File: src/rtl/hws_pkg.sv
package hws_pkg;
  typedef enum logic [1:0] {
    ACT_NEXT = 2'd0,
    ACT_IRQ  = 2'd1,
    ACT_WARM = 2'd2,
    ACT_COLD = 2'd3
  } resumeAct_t;

  typedef enum logic [1:0] {
    ST_RUN   = 2'd0,
    ST_HALT  = 2'd1,
    ST_STALL = 2'd2
  } seqState_t;

  // strobes from control to datapath
  typedef struct packed {
    logic armLatch;
    logic cntClr;
    logic cntInc;
  } dpCtl_t;

  // wake causes seen by the datapath this cycle
  typedef struct packed {
    logic ext;
    logic wdt;
    logic irq;
    logic port;
  } wakeCause_t;
endpackage

File: src/rtl/hws_datapath.sv
module hws_datapath
  import hws_pkg::*;
#(
  parameter int PORT_W       = 8,
  parameter int IRQ_W        = 4,
  parameter int STALL_CYCLES = 1024
) (
  input  logic              clk,
  input  logic              rstN,
  input  dpCtl_t            ctl,
  input  logic [PORT_W-1:0] portIn,
  input  logic [PORT_W-1:0] wakeMask,
  input  logic [IRQ_W-1:0]  irqFlags,
  input  logic              extRst,
  input  logic              wdtOvf,
  output wakeCause_t        cause,
  output logic              cntDone
);
  localparam int CNT_W = $clog2(STALL_CYCLES + 1);
  localparam logic [CNT_W-1:0] CNT_LAST = CNT_W'(STALL_CYCLES - 1);

  logic [PORT_W-1:0] portPrev;
  logic [IRQ_W-1:0]  irqArmed;
  logic [CNT_W-1:0]  stallCnt;
  logic [PORT_W-1:0] pinFell;

  // previous-cycle copy of the pins; ones at reset so no false edge
  always_ff @(posedge clk or negedge rstN) begin
    if (!rstN) portPrev <= '1;
    else       portPrev <= portIn;
  end

  // flags low at halt entry are the only ones allowed to wake
  always_ff @(posedge clk or negedge rstN) begin
    if (!rstN)             irqArmed <= '0;
    else if (ctl.armLatch) irqArmed <= ~irqFlags;
  end

  always_ff @(posedge clk or negedge rstN) begin
    if (!rstN)           stallCnt <= '0;
    else if (ctl.cntClr) stallCnt <= '0;
    else if (ctl.cntInc) stallCnt <= stallCnt + 1'b1;
  end

  for (genvar i = 0; i < PORT_W; i++) begin : g_pinEdge
    assign pinFell[i] = portPrev[i] & ~portIn[i] & wakeMask[i];
  end

  always_comb begin
    cause.ext  = extRst;
    cause.wdt  = wdtOvf;
    cause.irq  = |(irqFlags & irqArmed);
    cause.port = |pinFell;
  end

  assign cntDone = (stallCnt == CNT_LAST);
endmodule

File: src/rtl/hws_control.sv
module hws_control
  import hws_pkg::*;
(
  input  logic       clk,
  input  logic       rstN,
  input  logic       haltReq,
  input  wakeCause_t cause,
  input  logic       cntDone,
  input  logic       irqEnable,
  input  logic       stackFull,
  output dpCtl_t     ctl,
  output logic       halted,
  output logic       stalling,
  output logic       resumeValid,
  output logic [1:0] resumeAct
);
  seqState_t  state, stateNext;
  resumeAct_t actReg, actPick;
  logic       anyWake, finish;

  assign anyWake = cause.ext | cause.wdt | cause.irq | cause.port;
  assign finish  = (state == ST_STALL) && cntDone;

  // fixed priority: reset, watchdog, interrupt, port
  always_comb begin
    if (cause.ext)      actPick = ACT_COLD;
    else if (cause.wdt) actPick = ACT_WARM;
    else if (cause.irq) actPick = (irqEnable && !stackFull) ? ACT_IRQ : ACT_NEXT;
    else                actPick = ACT_NEXT;
  end

  always_comb begin
    stateNext = state;
    ctl       = '0;
    unique case (state)
      ST_RUN: if (haltReq) begin
        stateNext    = ST_HALT;
        ctl.armLatch = 1'b1;
      end
      ST_HALT: if (anyWake) begin
        stateNext  = ST_STALL;
        ctl.cntClr = 1'b1;
      end
      ST_STALL: begin
        ctl.cntInc = 1'b1;
        if (cntDone) stateNext = ST_RUN;
      end
      default: stateNext = ST_RUN;
    endcase
  end

  always_ff @(posedge clk or negedge rstN) begin
    if (!rstN) begin
      state       <= ST_RUN;
      actReg      <= ACT_NEXT;
      resumeValid <= 1'b0;
    end else begin
      state       <= stateNext;
      resumeValid <= finish;
      if (state == ST_HALT && anyWake) actReg <= actPick;
    end
  end

  assign halted    = (state == ST_HALT);
  assign stalling  = (state == ST_STALL);
  assign resumeAct = actReg;
endmodule

File: src/rtl/halt_wake_seq.sv
module halt_wake_seq
  import hws_pkg::*;
#(
  parameter int PORT_W       = 8,
  parameter int IRQ_W        = 4,
  parameter int STALL_CYCLES = 1024
) (
  input  logic              clk,
  input  logic              rstN,
  input  logic              haltReq,
  input  logic [PORT_W-1:0] portIn,
  input  logic [PORT_W-1:0] wakeMask,
  input  logic [IRQ_W-1:0]  irqFlags,
  input  logic              irqEnable,
  input  logic              stackFull,
  input  logic              wdtOvf,
  input  logic              extRst,
  output logic              halted,
  output logic              stalling,
  output logic              resumeValid,
  output logic [1:0]        resumeAct
);
  dpCtl_t     ctl;
  wakeCause_t causeRaw, cause;
  logic       cntDone;

  hws_datapath #(
    .PORT_W(PORT_W), .IRQ_W(IRQ_W), .STALL_CYCLES(STALL_CYCLES)
  ) u_dp (
    .clk(clk), .rstN(rstN), .ctl(ctl), .portIn(portIn),
    .wakeMask(wakeMask), .irqFlags(irqFlags), .extRst(extRst),
    .wdtOvf(wdtOvf), .cause(causeRaw), .cntDone(cntDone)
  );

  // wake causes only count while halted
  assign cause = halted ? causeRaw : '0;

  hws_control u_ctl (
    .clk(clk), .rstN(rstN), .haltReq(haltReq), .cause(cause),
    .cntDone(cntDone), .irqEnable(irqEnable), .stackFull(stackFull),
    .ctl(ctl), .halted(halted), .stalling(stalling),
    .resumeValid(resumeValid), .resumeAct(resumeAct)
  );
endmodule

File: config.mk
export PLATFORM = sky130hd
export DESIGN_NAME = halt_wake_seq
export DESIGN_NICKNAME = d
export VERILOG_FILES = /design/src/rtl/hws_pkg.sv /design/src/rtl/hws_datapath.sv /design/src/rtl/hws_control.sv /design/src/rtl/halt_wake_seq.sv
export SDC_FILE = /design/constraint.sdc
export NUM_CORES = 1
export LEC_CHECK = 0
export ABC_AREA = 1
export BUFFER_PORTS_ARGS = -buffer_cell sky130_fd_sc_hd__buf_2
export CAP_MARGIN = 5
export CORE_MARGIN = 8
export CORE_UTILIZATION = 45
export DETAILED_ROUTE_END_ITERATION = 7
export PLACE_DENSITY_LB_ADDON = 0.1
export SKIP_CTS_REPAIR_TIMING = 1
export SLEW_MARGIN = 20
export SYNTH_ARGS = -nofsm -noshare
export SYNTH_HDL_FRONTEND = slang
export SYNTH_SLANG_ARGS = --single-unit
File: constraint.sdc
create_clock -name clk -period 2.35 [get_ports clk]
set_clock_uncertainty 0.2 [all_clocks]
set_input_delay 0.47 -clock clk [delete_from_list [all_inputs] [get_ports clk]]
set_output_delay 0.47 -clock clk [all_outputs]
set_load 0.05 [all_outputs]
==> results of run 1 <==
[cell usage after synthesis]
cell,count
nor3_1,1
xor2_1,1
nor2_4,1
inv_1,16
nor2_8,1
dfstp_2,8
buf_6,1
a21oi_2,1
dfrtp_1,20
o21ai_4,1
or2_2,1
a31oi_1,1
nor2_1,14
a21oi_1,1
o21bai_1,1
nand3_1,20
o21ai_1,1
o21ai_0,6
inv_4,1
buf_2,1
nand2_2,2
nand3b_1,2
nor2_2,5
inv_2,3
nand2_1,43
xnor2_1,1
nand2_4,3
nand4_1,9
ha_1,1
[cells in the final DEF, fill, tap and decap left out, types with 2 or more instances in the layout]
cell type,Yosys,final
buf_2,1,31
clkbuf_4,0,3
dfrtp_1,20,20
dfstp_2,8,8
inv_1,16,16
inv_2,3,3
nand2_1,43,43
nand2_2,2,2
nand2_4,3,3
nand3_1,20,20
nand3b_1,2,2
nand4_1,9,9
nor2_1,14,14
nor2_2,5,5
o21ai_0,6,6
[power breakdown]
group	total [mW]	switching, mW	internal [mW]	leakage, nW
registers	0.704	0.0938	0.610	0.346
clock network	0.202	0.136	0.0663	0.0150
logic	0.665	0.459	0.206	0.513
[final cells by class]
type                    instances  area, sq um
clock buffers                   4         26.3
fillers                       308         1370
inverters                      20         77.6
multi-input cells             117          614
flip-flops and latches         28          711
well taps                      44         55.1
repair buffers                 33          173
[routing by layer]
layer  track usage [%]  vias to the layer above
met2              21.9                       21
met4              4.76                        0
li1                  -                      607
met1              14.0                      546
met5                 0                        -
met3              1.93                        4
[sequential cells by signal, summed over array words and instances (netlist names)]
signal	count
u_dp.irqArmed	4
u_dp.stallCnt	11
u_dp.portPrev	8
u_ctl.resumeAct	2
u_ctl.state	2
u_ctl.resumeValid	1
[cells by family after synthesis]
kind of cell,Yosys count,synth area share [%]
xor gates and xnor gates,2,1.23
and+or+nand+nor,102,35.6
AOI/OAI and AO/OA,12,5.56
adders and majority gates,1,0.882
buffers and inverters,22,6.61
DFF,28,50.1
[per-stage QoR]
| step | instances | hold WS, ps | power [mW] | util [%] | area, sq um |
|---|---|---|---|---|---|
| after global placement | 241 | 252 | 1.36 | 53.5 | 1620 |
| after floorplan | 167 | -25.6 | 1.22 | - | 1420 |
| after detailed placement | 241 | 258 | 1.38 | 53.5 | 1620 |
| after global routing | 246 | 8.09 | 1.70 | 54.7 | 1660 |
| final | 246 | 36.6 | 1.57 | 54.7 | 1660 |
| after CTS | 245 | -49.4 | 1.59 | 54.4 | 1650 |
[worst max-delay path by stage]
stage,startpoint,end,slack (ps),depth (start not counted)
2_1_floorplan,u_dp.stallCnt[0]$_DFFE_PN0P_,u_dp.stallCnt[10]$_DFFE_PN0P_,890,8
3_3_place_gp,u_ctl.state[0]$_DFFE_PN0P_,u_dp.stallCnt[3]$_DFFE_PN0P_,740,6
3_5_place_dp,u_ctl.state[0]$_DFFE_PN0P_,u_dp.stallCnt[3]$_DFFE_PN0P_,740,6
4_1_cts,u_ctl.state[1]$_DFFE_PN0P_,halted,390,4
5_1_grt,u_ctl.state[1]$_DFFE_PN0P_,halted,320,4
6_report,u_ctl.state[1]$_DFFE_PN0P_,halted,410,4
==> out/qor.csv, run 1 <==
stage,metric,value,unit
worst_setup_path,critical_path_arrival,1270,ps
yosys,ys_seq_area_share,50.1,%
drt,drtPass1Iterations,4,
timing,worstMarginPinSlew,616,ps
layout,areaGrowthSynthToFinish,16.8,%
worst_setup_path,start_kind,register,
timing,slew_headroom,58.9,%
worst_setup_path,worst_r2r_endpoint,u_dp.stallCnt[3]$_DFFE_PN0P_,
worst_setup_path,required,1680,ps
die,rows,20,
drt,met3WireLength,54,microns
cts,htree_levels,1,
timing,hold_violations,0,
die,core,3030,sq um
drt,drt-met1-wl,1350,microns
cts,cts_tree,built,
min_path,min_path_type,input pin to register,
global_routing,grt_pass1_vias,1287,
timing,fin_tns_setup,0,ps
drt,routed-wl-met2,1500,microns
die,die_h,72.2,microns
power_and_ir_drop,p_per_area,949,nW/um^2
global_routing,grt_pass1_wl,5170,microns
worst_setup_path,cp_num_buf_inv,3,
cts,root_buffer,clkbuf_4,
drt,drt-total-wl,2930,microns
yosys,netlist_area,1420,sq um
drt,drt_iter0_drc,53,
die,ioPinCount,32,
yosys,syn-instance-count,167,
min_path,hold_end,u_dp.portPrev[2]$_DFF_PN1_,
power_and_ir_drop,p_leak,0.874,nW
timing,slew_viol_final,0,
yosys,synth_area_leader_cell,dfrtp_1,
flow_run,cap_violations,0,
drt,route.detailed.drc,0,
power_and_ir_drop,peakVddDrop,353,uV
drt,avgRoutedWirePerCell,11.9,microns
cts,cts.clk_slew.worst_paths,150,ps
run_status,outcome,"finished, final reports clean",
drt,drtAntennaViolNets,0,
timing,final-setup-viol-count,0,
die,start_util,46.9,%
worst_setup_path,crit_family,buffers and inverters,
worst_setup_path,crit_slowest_cell,dfrtp_1,
global_routing,grt_use_total,12.2,%
timing,rsz0062_at_grt,false,
global_routing,grt_antenna_before_repair,0,
cts,clock_sinks,28,
layout,layout-drive-gt1-share,30.7,%
min_path,hp-start,portIn[2],
yosys,syn_nets,195,
yosys,synth_warnings,0,
yosys,ys_ff_latch,28,
die,die_x,72.2,microns
worst_setup_path,cpPeakStageDelay,430,ps
drt,vias,1178,
timing,min_period_over_period,82.6,%
worst_setup_path,reg2reg_depth,6,
timing,finalCriticalPeriod,1940,ps
worst_setup_path,rr_startpoint,u_ctl.state[0]$_DFFE_PN0P_,
worst_setup_path,end_kind,primary output,
place,gp_congestion,0.836,
timing,setup_ws,409,ps
place,post-dp-hpwl,2350,microns
yosys,ys_top_cells_by_area,"dfrtp_1 (35%), dfstp_2 (15%), nand2_1 (11%)",
yosys,netlist.area_leader.share,35.3,%
yosys,synth_cell_types,29,
die,die_area,5210,sq um
drt,topRoutingLayerUsed,met4,
worst_setup_path,cp_cell_sequence,"inv_2, nand2_4, inv_4, buf_2",
cts,clk_latency,320,ps
cts,cts_buffers,3,
yosys,synth_area_per_cell,8.50,sq um
worst_setup_path,path_class,register to primary output,
layout,final_net_count,231,
place,pre_cts_slack,739,ps
layout,antenna_cells,0,
drt,vias_per_cell,4.79,
global_routing,grt.overflow.total,0,
place,io_buffers,31,
worst_setup_path,cp_max_fo,5,
global_routing,grt_max_degree,29,
cts,clock_path_buffers,2,
timing,fmax,515,MHz
worst_setup_path,r2r_setup_slack,710,ps
min_path,holdPathStages,1,
Power figures use the tool's default switching activity.
==> inputs of run 2 (changes only) <==
==> constraint.sdc (replaced) <==
create_clock -name clk -period 1.89 [get_ports clk]
set_clock_uncertainty 0.2 [all_clocks]
set_input_delay 0.378 -clock clk [delete_from_list [all_inputs] [get_ports clk]]
set_output_delay 0.378 -clock clk [all_outputs]
set_load 0.05 [all_outputs]
==> out/qor.csv, run 2 (synthesis gave the netlist of run 1 again) <==
stage,metric,value,unit,change
run_status,outcome,"finished, final reports clean",,
die,rows,20,,unchanged
timing,rsz0062_at_grt,false,,
drt,vias_per_cell,4.69,,-2.1%
drt,route.detailed.drc,0,,unchanged
layout,final_cell_mix,"nand2_1 (43), buf_2 (29), nand3_1 (20), dfrtp_1 (20), inv_1 (16)",,
timing,final-setup-viol-count,0,,unchanged
die,start_util,46.9,%,unchanged
layout,largest_register,u_dp.stallCnt,,
timing,fmax,547,MHz,
worst_setup_path,start_kind,register,,
layout,largest_reg_flops,11,,unchanged
worst_setup_path,crit_slowest_cell,dfrtp_1,,
die,die_x,72.2,microns,unchanged
drt,drtPass1Iterations,4,,unchanged
cts,cts.clk_slew.worst_paths,150,ps,about the same
timing,min_period_over_period,96.8,%,
global_routing,grt_antenna_before_repair,0,,unchanged
power_and_ir_drop,p_per_area,1140,nW/um^2,+21%
global_routing,grt.overflow.total,0,,unchanged
timing,hold_violations,0,,unchanged
place,gp_congestion,0.838,,+0.24%
worst_setup_path,end_kind,primary output,,
flow_run,cap_violations,0,,unchanged
worst_setup_path,cp_cell_sequence,"nor2_4, buf_4",,
timing,fin_tns_setup,0,ps,unchanged
worst_setup_path,path_class,register to primary output,,
layout,fillers,271,,-12%
power_and_ir_drop,peakVddDrop,545,uV,+54%
layout,areaGrowthSynthToFinish,23.8,%,
power_and_ir_drop,p_leak,0.915,nW,+4.7%
die,die_area,5210,sq um,unchanged
cts,clk_latency,320,ps,about the same
cts,cts_buffers,3,,unchanged
drt,drt-total-wl,2920,microns,-0.41%
drt,avgRoutedWirePerCell,11.5,microns,-3.5%
layout,register_area,711,sq um,unchanged
global_routing,grt_use_total,11.5,%,-0.62 points
cts,cts_tree,built,,
place,io_buffers,31,,unchanged
power_and_ir_drop,power,2.01,mW,+28%
worst_setup_path,cpPeakStageDelay,470,ps,+40 ps
layout,antenna_cells,0,,unchanged
timing,slew_headroom,60.1,%,+1.2 points
cts,clock_sinks,28,,unchanged
die,ioPinCount,32,,unchanged
global_routing,grt_pass1_vias,1193,,-7.3%
drt,drtAntennaViolNets,0,,unchanged
layout,final_common_cell,nand2_1,,
cts,htree_levels,1,,unchanged
global_routing,grt_pass1_wl,4920,microns,-4.8%
worst_setup_path,required,1310,ps,-370 ps
timing,worstMarginPinSlew,598,ps,-17.5 ps
layout,layout-drive-gt1-share,30.0,%,-0.69 points
timing,finalCriticalPeriod,1830,ps,
layout,multi_input_area,619,sq um,+0.81%
layout,top_regs,"u_dp.stallCnt (11), u_dp.portPrev (8), u_dp.irqArmed (4)",,
place,post-dp-hpwl,2220,microns,-5.5%
die,core,3030,sq um,unchanged
layout,final_net_count,239,,+3.5%
drt,vias,1191,,+1.1%
drt,drt_iter0_drc,63,,+19%
min_path,min_path_type,input pin to register,,
die,die_h,72.2,microns,unchanged
timing,slew_viol_final,0,,unchanged
worst_setup_path,critical_path_arrival,1250,ps,-20 ps
global_routing,grt_max_degree,29,,unchanged
cts,clock_path_buffers,2,,unchanged
cts,root_buffer,clkbuf_4,,
worst_setup_path,cp_max_fo,7,,+2
[run 2: cell types whose count changed in the layout (fill, tap and decap cells not counted)]
cell / previous run / this run
dlygate4sd3_1: 1 / 9
buf_2: 31 / 29
buf_4: 1 / 3
clkbuf_1: 1 / 0
clkbuf_8: 0 / 1
nor2_2: 5 / 4
nor2_4: 1 / 2
[run 2: cell type report]
class,count,share of cell area (%)
clock buffer,4,2.07
inverter,20,4.42
multi-input combinational,117,35.3
sequential,28,40.5
tap,44,3.13
timing repair buffer,41,14.7
[run 2: layer usage]
layer  track usage [%]  wire length [microns]  vias to the layer above  part of all wire (%)
met5                 0                      0                        -                     0
met4              4.76                     22                        0                  0.75
met3              2.07                    106                        2                   3.6
met2              19.4                   1500                       24                    51
met1              14.1                   1290                      543                    44
li1                  -                      -                      622                     -
[run 2: final timing paths]
| kind | depth (start not counted) | slack (ps) | from | endpoint |
|---|---|---|---|---|
| max in group asynchronous | 2 | 720 | rstN | u_dp.stallCnt[1]$_DFFE_PN0P_ |
| max reg2reg | 8 | 260 | u_dp.stallCnt[0]$_DFFE_PN0P_ | u_dp.stallCnt[10]$_DFFE_PN0P_ |
| min reg2reg | 2 | 290 | u_ctl.resumeAct[0]$_DFFE_PN0N_ | u_ctl.resumeAct[0]$_DFFE_PN0N_ |
| max | 2 | 60 | u_ctl.state[0]$_DFFE_PN0P_ | stalling |
| min in group asynchronous | 2 | 370 | rstN | u_dp.stallCnt[8]$_DFFE_PN0P_ |
| min | 2 | 40 | irqFlags[0] | u_dp.irqArmed[0]$_DFFE_PN0P_ |
[run 2: power breakdown]
part           leakage [nW]  total [mW]  internal [mW]  switching [mW]
registers             0.346       0.875          0.759           0.116
logic                 0.548       0.847          0.281           0.566
clock network        0.0210       0.287          0.118           0.169
[run 2: worst max-delay path, delay by kind of cell (launching register included)]
family	cells	cell delay [ps]
flip-flops	1	470
AND/OR/NAND/NOR	1	220
buffers and inverters	1	230
[run 2: stage by stage]
step	instance area (sq um)	util, %	instances	hold slack (ps)	setup slack [ps]
3_3_place_gp	1620	53.5	241	226	319
2_1_floorplan	1420	-	167	-118	430
4_1_cts	1660	54.7	245	-152	-102
6_report	1760	58.0	254	39.1	60.9
5_1_grt	1760	58.0	254	37.7	6.67
3_5_place_dp	1620	53.5	241	224	278
